[src/rtl/tri_port_pio.sv]
module tri_port_pio #(
  parameter int PW = 8
) (
  input  logic          clk,
  input  logic          rst,
  input  logic          sel,
  input  logic          rd,
  input  logic          wr,
  input  logic [1:0]    addr,
  input  logic [PW-1:0] wdata,
  output logic [PW-1:0] rdata,
  input  logic [PW-1:0] pa_in,
  output logic [PW-1:0] pa_out,
  output logic [PW-1:0] pa_oe,
  input  logic [PW-1:0] pb_in,
  output logic [PW-1:0] pb_out,
  output logic [PW-1:0] pb_oe,
  input  logic [PW-1:0] pc_in,
  output logic [PW-1:0] pc_out,
  output logic [PW-1:0] pc_oe,
  output logic          unsupported
);
  localparam int HW = PW / 2;
  localparam int SW = $clog2(PW);

  logic [PW-1:0] pa_q, pb_q, pc_q;
  logic a_in, b_in, cu_in, cl_in, unsup_q;

  wire do_wr    = sel && wr;
  wire ctl_wr   = do_wr && addr == 2'd3;
  wire mode_wr  = ctl_wr && wdata[7];
  wire bit_wr   = ctl_wr && !wdata[7];
  wire mode_ok  = wdata[6:5] == 2'b00 && !wdata[2];

  always_ff @(posedge clk or posedge rst) begin
    if (rst) begin
      pa_q <= '0; pb_q <= '0; pc_q <= '0;
      a_in <= 1'b1; b_in <= 1'b1; cu_in <= 1'b1; cl_in <= 1'b1;
      unsup_q <= 1'b0;
    end else if (do_wr) begin
      case (addr)
        2'd0: pa_q <= wdata;
        2'd1: pb_q <= wdata;
        2'd2: pc_q <= wdata;
        default: begin
          if (mode_wr) begin
            if (mode_ok) begin
              a_in  <= wdata[4];
              cu_in <= wdata[3];
              b_in  <= wdata[1];
              cl_in <= wdata[0];
              pa_q  <= '0; pb_q <= '0; pc_q <= '0;
            end else begin
              unsup_q <= 1'b1;
            end
          end else begin
            pc_q[wdata[SW:1]] <= wdata[0];
          end
        end
      endcase
    end
  end

  assign pa_out = pa_q;
  assign pb_out = pb_q;
  assign pc_out = pc_q;
  assign pa_oe  = {PW{!a_in}};
  assign pb_oe  = {PW{!b_in}};
  assign pc_oe  = {{HW{!cu_in}}, {HW{!cl_in}}};
  assign unsupported = unsup_q;

  always_comb begin
    rdata = '0;
    if (sel && rd) begin
      case (addr)
        2'd0: rdata = a_in ? pa_in : pa_q;
        2'd1: rdata = b_in ? pb_in : pb_q;
        2'd2: rdata = {cu_in ? pc_in[PW-1:HW] : pc_q[PW-1:HW],
                       cl_in ? pc_in[HW-1:0]  : pc_q[HW-1:0]};
        default: rdata = '0;
      endcase
    end
  end

  a_r3_reset_inputs: assert property (@(posedge clk) disable iff (rst)
    $past(rst) |-> (pa_oe == '0 && pb_oe == '0 && pc_oe == '0 && pc_out == '0 && !unsupported));

  a_r2_ctrl_read_zero: assert property (@(posedge clk) disable iff (rst)
    (sel && rd && addr == 2'd3) |-> rdata == '0);

  a_r6_one_bit_changes: assert property (@(posedge clk) disable iff (rst)
    bit_wr |=> $countones(pc_out ^ $past(pc_out)) <= 1);

  a_r6_ports_ab_untouched: assert property (@(posedge clk) disable iff (rst)
    bit_wr |=> ($stable(pa_out) && $stable(pb_out) && $stable(pc_oe)));

  a_r9_flag_sticky: assert property (@(posedge clk) disable iff (rst)
    unsupported |=> unsupported);

  a_r9_refused_keeps_config: assert property (@(posedge clk) disable iff (rst)
    (mode_wr && !mode_ok) |=> ($stable(pa_oe) && $stable(pb_oe) && $stable(pc_oe) && $stable(pa_out)));

  a_r10_idle_holds: assert property (@(posedge clk) disable iff (rst)
    !do_wr |=> ($stable(pa_out) && $stable(pb_out) && $stable(pc_out) && $stable(pc_oe) && $stable(unsupported)));

  a_r5_mode_clears: assert property (@(posedge clk) disable iff (rst)
    (mode_wr && mode_ok) |=> (pa_out == '0 && pb_out == '0 && pc_out == '0));
endmodule

[config.mk]
export PLATFORM = sky130hd
export DESIGN_NAME = tri_port_pio
export DESIGN_NICKNAME = d
export VERILOG_FILES = /design/src/rtl/tri_port_pio.sv
export SDC_FILE = /design/constraint.sdc
export NUM_CORES = 1
export LEC_CHECK = 0
export BUFFER_PORTS_ARGS = -buffer_cell sky130_fd_sc_hd__buf_4
export CELL_PAD_IN_SITES_DETAIL_PLACEMENT = 2
export CELL_PAD_IN_SITES_GLOBAL_PLACEMENT = 2
export CORE_MARGIN = 2
export CORE_UTILIZATION = 29
export DETAILED_ROUTE_END_ITERATION = 10
export PLACE_DENSITY_LB_ADDON = 0.1
export SLEW_MARGIN = 5
export SYNTH_ARGS = -nofsm -noshare
export SYNTH_HDL_FRONTEND = slang
export SYNTH_SLANG_ARGS = --single-unit
[constraint.sdc]
create_clock -name clk -period 3.09 [get_ports clk]
set_input_delay 0.4635 -clock clk [delete_from_list [all_inputs] [get_ports clk]]
set_output_delay 0.4635 -clock clk [all_outputs]
set_load 0.02 [all_outputs]
==> run metrics, run 1 <==
yosys synthesis warning count 0; RSZ-0062 raised after global routing no; Fin Setup TNS 0 ns; Root Driver clkbuf_8; clock period minus worst slack 2.445 ns; total power about 0.0013 W; CTS tree built; maxcap violations 0; final setup fails 0; Hold Crit Class in -> async; Final WS setup around 0.65 ns; Synth Flop Type dfrtp_1; Place WS just under 0.7 ns; Post-synth EDFFs 0; WL final 7799 um; DRT iter0 DRCs 81; Yosys cell types 46; Core Box Area roughly 7000 um2; Lkg Pwr between 1 and 1.5 nW; P&R area growth vs syn 33.29%; post-route antenna net violation count 0; Via Count between 2,000 and 2,500; peak supply drop between 0.15 and 0.2 mV; Crit-path slowest cell dfstp_2; IO Count 96; flops & latches, synth 29; post-CTS sizing 0; Slew @ Worst Pin approximately 0.8 ns; die extent in x approximately 90 um; dpl hpwl roughly 5700 um; Vias/cell about 5.2; Mapped Avg Cell Area ~9.1 um2; first-pass GRT wire length between 10,000 and 15,000 um; status finished clean; Nets about 350; FILL cells 847; Crit path arrival time approximately 2.0 ns; total grt overflow 0; row count 31; relative slew slack 46.19%; GP Congestion 0.7598; Post-CTS Setup Bufs 0; Tot GR Track Use between 10% and 20%; Hold Buf Count CTS 0; die area a little over 8000 um2; top cells by area, synth dfrtp_1, mux2_2, buf_4; Req. time, crit path 2.63 ns; clk_skew 0 ns; clock sinks 29; critical path, cell by cell mux2_2, a222oi_1, nor2_1, buf_4; Reg clk slew, reported paths 0.07 ns; final worst path period share around four fifths; Syn Nets 280; vias in the first global route 2,256; slowest cell delay on critical path 0.71 ns; maximum root-to-sink buffer count 2; Crit Path Max Fanout 16; crit path kind reg -> out; most common cell in the netlist dfrtp_1; DR WL/cell 19.30 um; Crit. End Element output pin; Port Buf Inserts 95; Fin. Hold Viols 0; Mapped Area 2153 um2; initial antenna violation count 0; largest net degree at the start of global routing 30; number of antenna diodes 0; Max Slew Vio Count 0; total power per unit cell area between 400 and 500 nW/um2; TritonRoute pass-1 iters 4; H-tree levels 2; clock latency on the worst-skew pair around 0.28 ns; Commonest cells post-synth dfrtp_1, nand2_1, buf_4; DRC 0; Initial Util 29.85%; Yosys top cell area share between 20 and 30%; startpoint types register; Buffers & Inverters on Critical Path 1; biggest area consumer among synthesized cells dfrtp_1; fraction of layout cells with a size suffix above 1 45.57%; fmax roughly 0.4 GHz; total CTS buffers 5; post-synthesis sequential area ratio 33.93%; synthesized instance count roughly 240; die outline height approximately 90 um; CP top delay family flip-flops; Synth async-reset ratio 100.0%
metal layers:
metal	wire length, um	GRT usage, %	vias up
met5	0	0	-
met4	101	5.769	0
met3	409	4.275	8
met2	3844	32.77	61
met1	3443	25.93	1069
li1	-	-	975
placed cells by master (no fill, tap or decap), types with 2 or more instances in the layout:
cell type	Yosys	final
nor2b_1	2	2
nand3_1	4	4
mux2i_1	6	6
a21oi_1	10	10
clkbuf_8	0	5
ha_1	5	5
buf_4	21	97
a41oi_1	2	2
clkinv_2	0	2
nand2_1	24	24
a222oi_1	8	8
nor2_1	14	14
o22ai_1	2	2
mux2_4	4	4
dfrtp_1	25	25
a31oi_1	5	5
a22o_1	8	8
o31ai_1	3	3
a221oi_1	2	2
inv_1	15	15
o21ai_0	12	12
nand4_1	2	2
dfstp_2	4	4
a21o_1	2	2
and4_1	2	2
mux2_2	18	18
nor3_1	3	3
power by group:
part	leakage, nW	total, W	switching, W	internal [W]
Sequential	0.343	0.000511	0.0000619	0.000449
Clock	0.0450	0.000307	0.000152	0.000156
Combinational	0.892	0.000518	0.000278	0.000240
Total	1.28	0.00134	0.000491	0.000846
worst reg2reg max path, delay by kind of cell (launching register included):
kind	cells	cell delay [ns]
flops	1	0.45
compound gates	3	0.42
area by class of cell:
| type | instances | area (um2) | area share [%] |
|---|---|---|---|
| Clock buffer | 6 | 72.57 | 2.528 |
| Clock inverter | 2 | 10.01 | 0.3487 |
| Inverter | 15 | 56.30 | 1.962 |
| Multi-Input combinational cell | 156 | 1149 | 40.02 |
| Sequential cell | 29 | 730.7 | 25.46 |
| Tap cell | 99 | 123.9 | 4.316 |
| Timing Repair Buffer | 97 | 728.2 | 25.37 |
worst paths after layout:
check / slack [ns] / cells past startpoint / start / end
min in group clk: 0.47 / 1 / unsupported / unsupported
hold / removal: 0.26 / 3 / rst / pa_out[3]
max in group asynchronous: 2.49 / 3 / rst / cl_in
setup / recovery: 0.65 / 4 / a_in / rdata[7]
setup reg to reg: 2.09 / 3 / pc_out[5] / pc_out[5]
hold reg to reg: 0.47 / 1 / unsupported / unsupported
stage by stage:
stage | utilization (%) | hold WS, ns | cell area (um2) | std cells
2_1_floorplan | - | 0.5386 | 2153 | 236
3_3_place_gp | 38.64 | 0.4516 | 2788 | 396
3_5_place_dp | 38.64 | 0.4627 | 2788 | 396
4_1_cts | 39.78 | 0.2735 | 2870 | 404
5_1_grt | 39.78 | 0.2883 | 2870 | 404
6_report | 39.78 | 0.2644 | 2870 | 404
cell families after synthesis:
family                     after synthesis  share of synthesized area (%)
AOI/OAI and AO/OA                       63                          21.44
and+or+nand+nor                         60                          14.00
adders and majority gates                5                          2.905
muxes                                   28                          14.99
buffers and inverters                   51                          12.73
DFF                                     29                          33.93
sequential cells by signal (all words and copies together), names as in the netlist:
signal and flops:
a_in 1, b_in 1, cl_in 1, cu_in 1, pa_out 8, pb_out 8
pc_out 8, unsupported 1
Note: power is estimated with default switching activity, not from simulation.
==> inputs of run 2 (changes only) <==
Settings changed: CORE_UTILIZATION 29 to 27.
Clock period 3.09 ns to 2.4 ns, I/O delays scaled along.
==> run metrics, run 2 (synthesized netlist as in run 1, its figures left out) <==
status finished clean (unchanged); WL final 7683 um (was 7799 um); Sw Ratio 35.65% (was 36.74%); Crit. End Element output pin (unchanged); Area after DPL 2821 um2 (was 2788 um2); maxcap violations 0 (unchanged); maximum root-to-sink buffer count 2 (unchanged); DR WL/cell 18.60 um (was 19.30 um); routing usage on met2 30.40% (was 32.77%); post-route cell area 2938 um2 (was 2870 um2); Max Slew Vio Count 0 (unchanged); DRC 0 (unchanged); Initial Util 27.87% (was 29.85%); Via Count 2,123 (was 2,113); GP Congestion 0.7637 (was 0.7598); gr busiest metal met2 (unchanged); Req. time, crit path 2.04 ns (was 2.63 ns); number of antenna diodes 0 (unchanged); Int Power 0.001151 W (was 0.0008457 W); relative slew slack 56.33% (was 46.19%); total grt overflow 0 (unchanged); total power per unit cell area 609.0 nW/um2 (was 465.8 nW/um2); Clk pwr share 25.8% (was 23.0%); critical path, cell by cell mux2_2, a222oi_1, nor2_1, buf_4 (unchanged); clock period minus worst slack between 2 and 2.5 ns; Vias/cell 5.140 (was 5.230); peak supply drop 0.2327 mV (was 0.1940 mV); slowest cell delay on critical path 0.63 ns (was 0.71 ns); die outline height 93.31 um (was 90.17 um); H-tree levels 2 (unchanged); Crit-path slowest cell dfstp_2 (unchanged); Root Driver clkbuf_8 (unchanged); Lkg Pwr 1.320 nW (was 1.280 nW); vias in the first global route 2,190 (was 2,256); row count 32 (was 31); Post-CTS Setup Bufs 0 (unchanged); Worst R2R Path Depth 3 (unchanged); Core Box Area 7727 um2 (was 7214 um2); first-pass GRT wire length 11,920 um (was 12,850 um); worst r2r dst pc_out[7] (was pc_out[5]); die area 8706 um2 (was 8131 um2); total CTS buffers 5 (unchanged); fmax 0.4506 GHz; Buffers & Inverters on Critical Path 1 (unchanged); post-CTS sizing 0 (unchanged); P&R area growth vs syn 36.43% (was 33.29%); Hold Crit Class in -> async (unchanged); Crit path arrival time 1.86 ns (was 1.98 ns); startpoint types register (unchanged); Hold Buf Count CTS 0 (unchanged); NetSw 0.0006378 W (was 0.0004911 W); Reg-to-Reg Start pc_out[7] (was pc_out[5]); Fin Setup TNS 0 ns (unchanged); initial antenna violation count 0 (unchanged); final setup fails 0 (unchanged); Port Buf Inserts 95 (unchanged); die extent in x 93.31 um (was 90.17 um); dpl hpwl 5823 um (was 5730 um); CTS tree built (unchanged); Reg clk slew, reported paths 0.07 ns (about the same); R2R setup slack 1.42 ns (was 2.09 ns); Reg power frac 36.5% (was 38.3%); IO Count 96 (unchanged); largest net degree at the start of global routing 30 (unchanged); DRT iter0 DRCs 71 (was 81); met1 usage 23.48% (was 25.93%); Nets 354 (was 348); post-route antenna net violation count 0 (unchanged); TritonRoute pass-1 iters 4 (unchanged); Fin. Hold Viols 0 (unchanged); CP top delay family flip-flops (unchanged); final worst path period share 92.46%; Crit Path Max Fanout 8 (was 16); crit path kind reg -> out (unchanged); Slew @ Worst Pin 0.6550 ns (was 0.8071 ns); fraction of layout cells with a size suffix above 1 46.95% (was 45.57%); most common cell after layout, fill and taps aside buf_4 (unchanged); RSZ-0062 raised after global routing no (unchanged); clock latency on the worst-skew pair 0.28 ns (about the same); clock sinks 29 (unchanged); most frequent cells in the layout buf_4, dfrtp_1, nand2_1 (unchanged); combinational power share 37.8% (was 38.7%); clk_skew 0 ns (unchanged); Tot GR Track Use 17.70% (was 19.78%); met3 Usage GRT 2.579% (was 4.275%)
run 2: changes by cell type in the layout (fill, tap and decap cells not counted), sizes merged:
cell / change
clkinv: -1
clkbuf: +1
buf: +6
run 2: stage by stage:
stage          util [%]  worst slack (ns)  total power [W]  cells  hold WS [ns]
2_1_floorplan         -            0.3996         0.001030    236        0.4351
3_3_place_gp      36.51            0.2582         0.001332    403        0.4547
3_5_place_dp      36.51            0.2245         0.001346    403        0.4676
4_1_cts           37.82           0.07080         0.001818    411        0.1834
5_1_grt           38.02           0.06736         0.001888    413        0.2124
6_report          38.02            0.1809         0.001789    413        0.1623
run 2: worst max-delay path by stage:
stage	start	endpoint	slack, ns	cells after the start
2_1_floorplan	b_in	rdata[6]	0.40	4
3_3_place_gp	addr[0]	pc_out[7]	0.26	7
3_5_place_dp	addr[1]	pc_out[2]	0.22	7
4_1_cts	b_in	rdata[6]	0.07	4
5_1_grt	a_in	rdata[2]	0.07	5
6_report	a_in	rdata[4]	0.18	4
run 2: area by class of cell:
cell class	count	area, um2
sequential	29	730.7
timing repair buffer	103	773.2
tap	102	127.6
inverter	15	56.30
fill	888	4790
multi-input combinational	156	1149
clock buffer	7	96.34
clock inverter	1	5.005
run 2: per-layer routing:
layer	routed length, um	vias to the layer above
met1	3431	1068
met5	0	-
met4	63	0
met3	428	7
met2	3760	63
li1	-	985
run 2: power groups by stage:
stage	Combinational (W)	Clock, W	Sequential, W
2_1_floorplan	0.000283	0	0.000747
3_3_place_gp	0.000667	0	0.000665
3_5_place_dp	0.000678	0	0.000668
4_1_cts	0.000682	0.000477	0.000659
5_1_grt	0.000727	0.000493	0.000669
6_report	0.000676	0.000461	0.000653
run 2: worst register-to-register path: cells and delay by family (launching register included):
kind	cells	cell delay (ns)
AOI/OAI and AO/OA	3	0.42
DFF	1	0.44
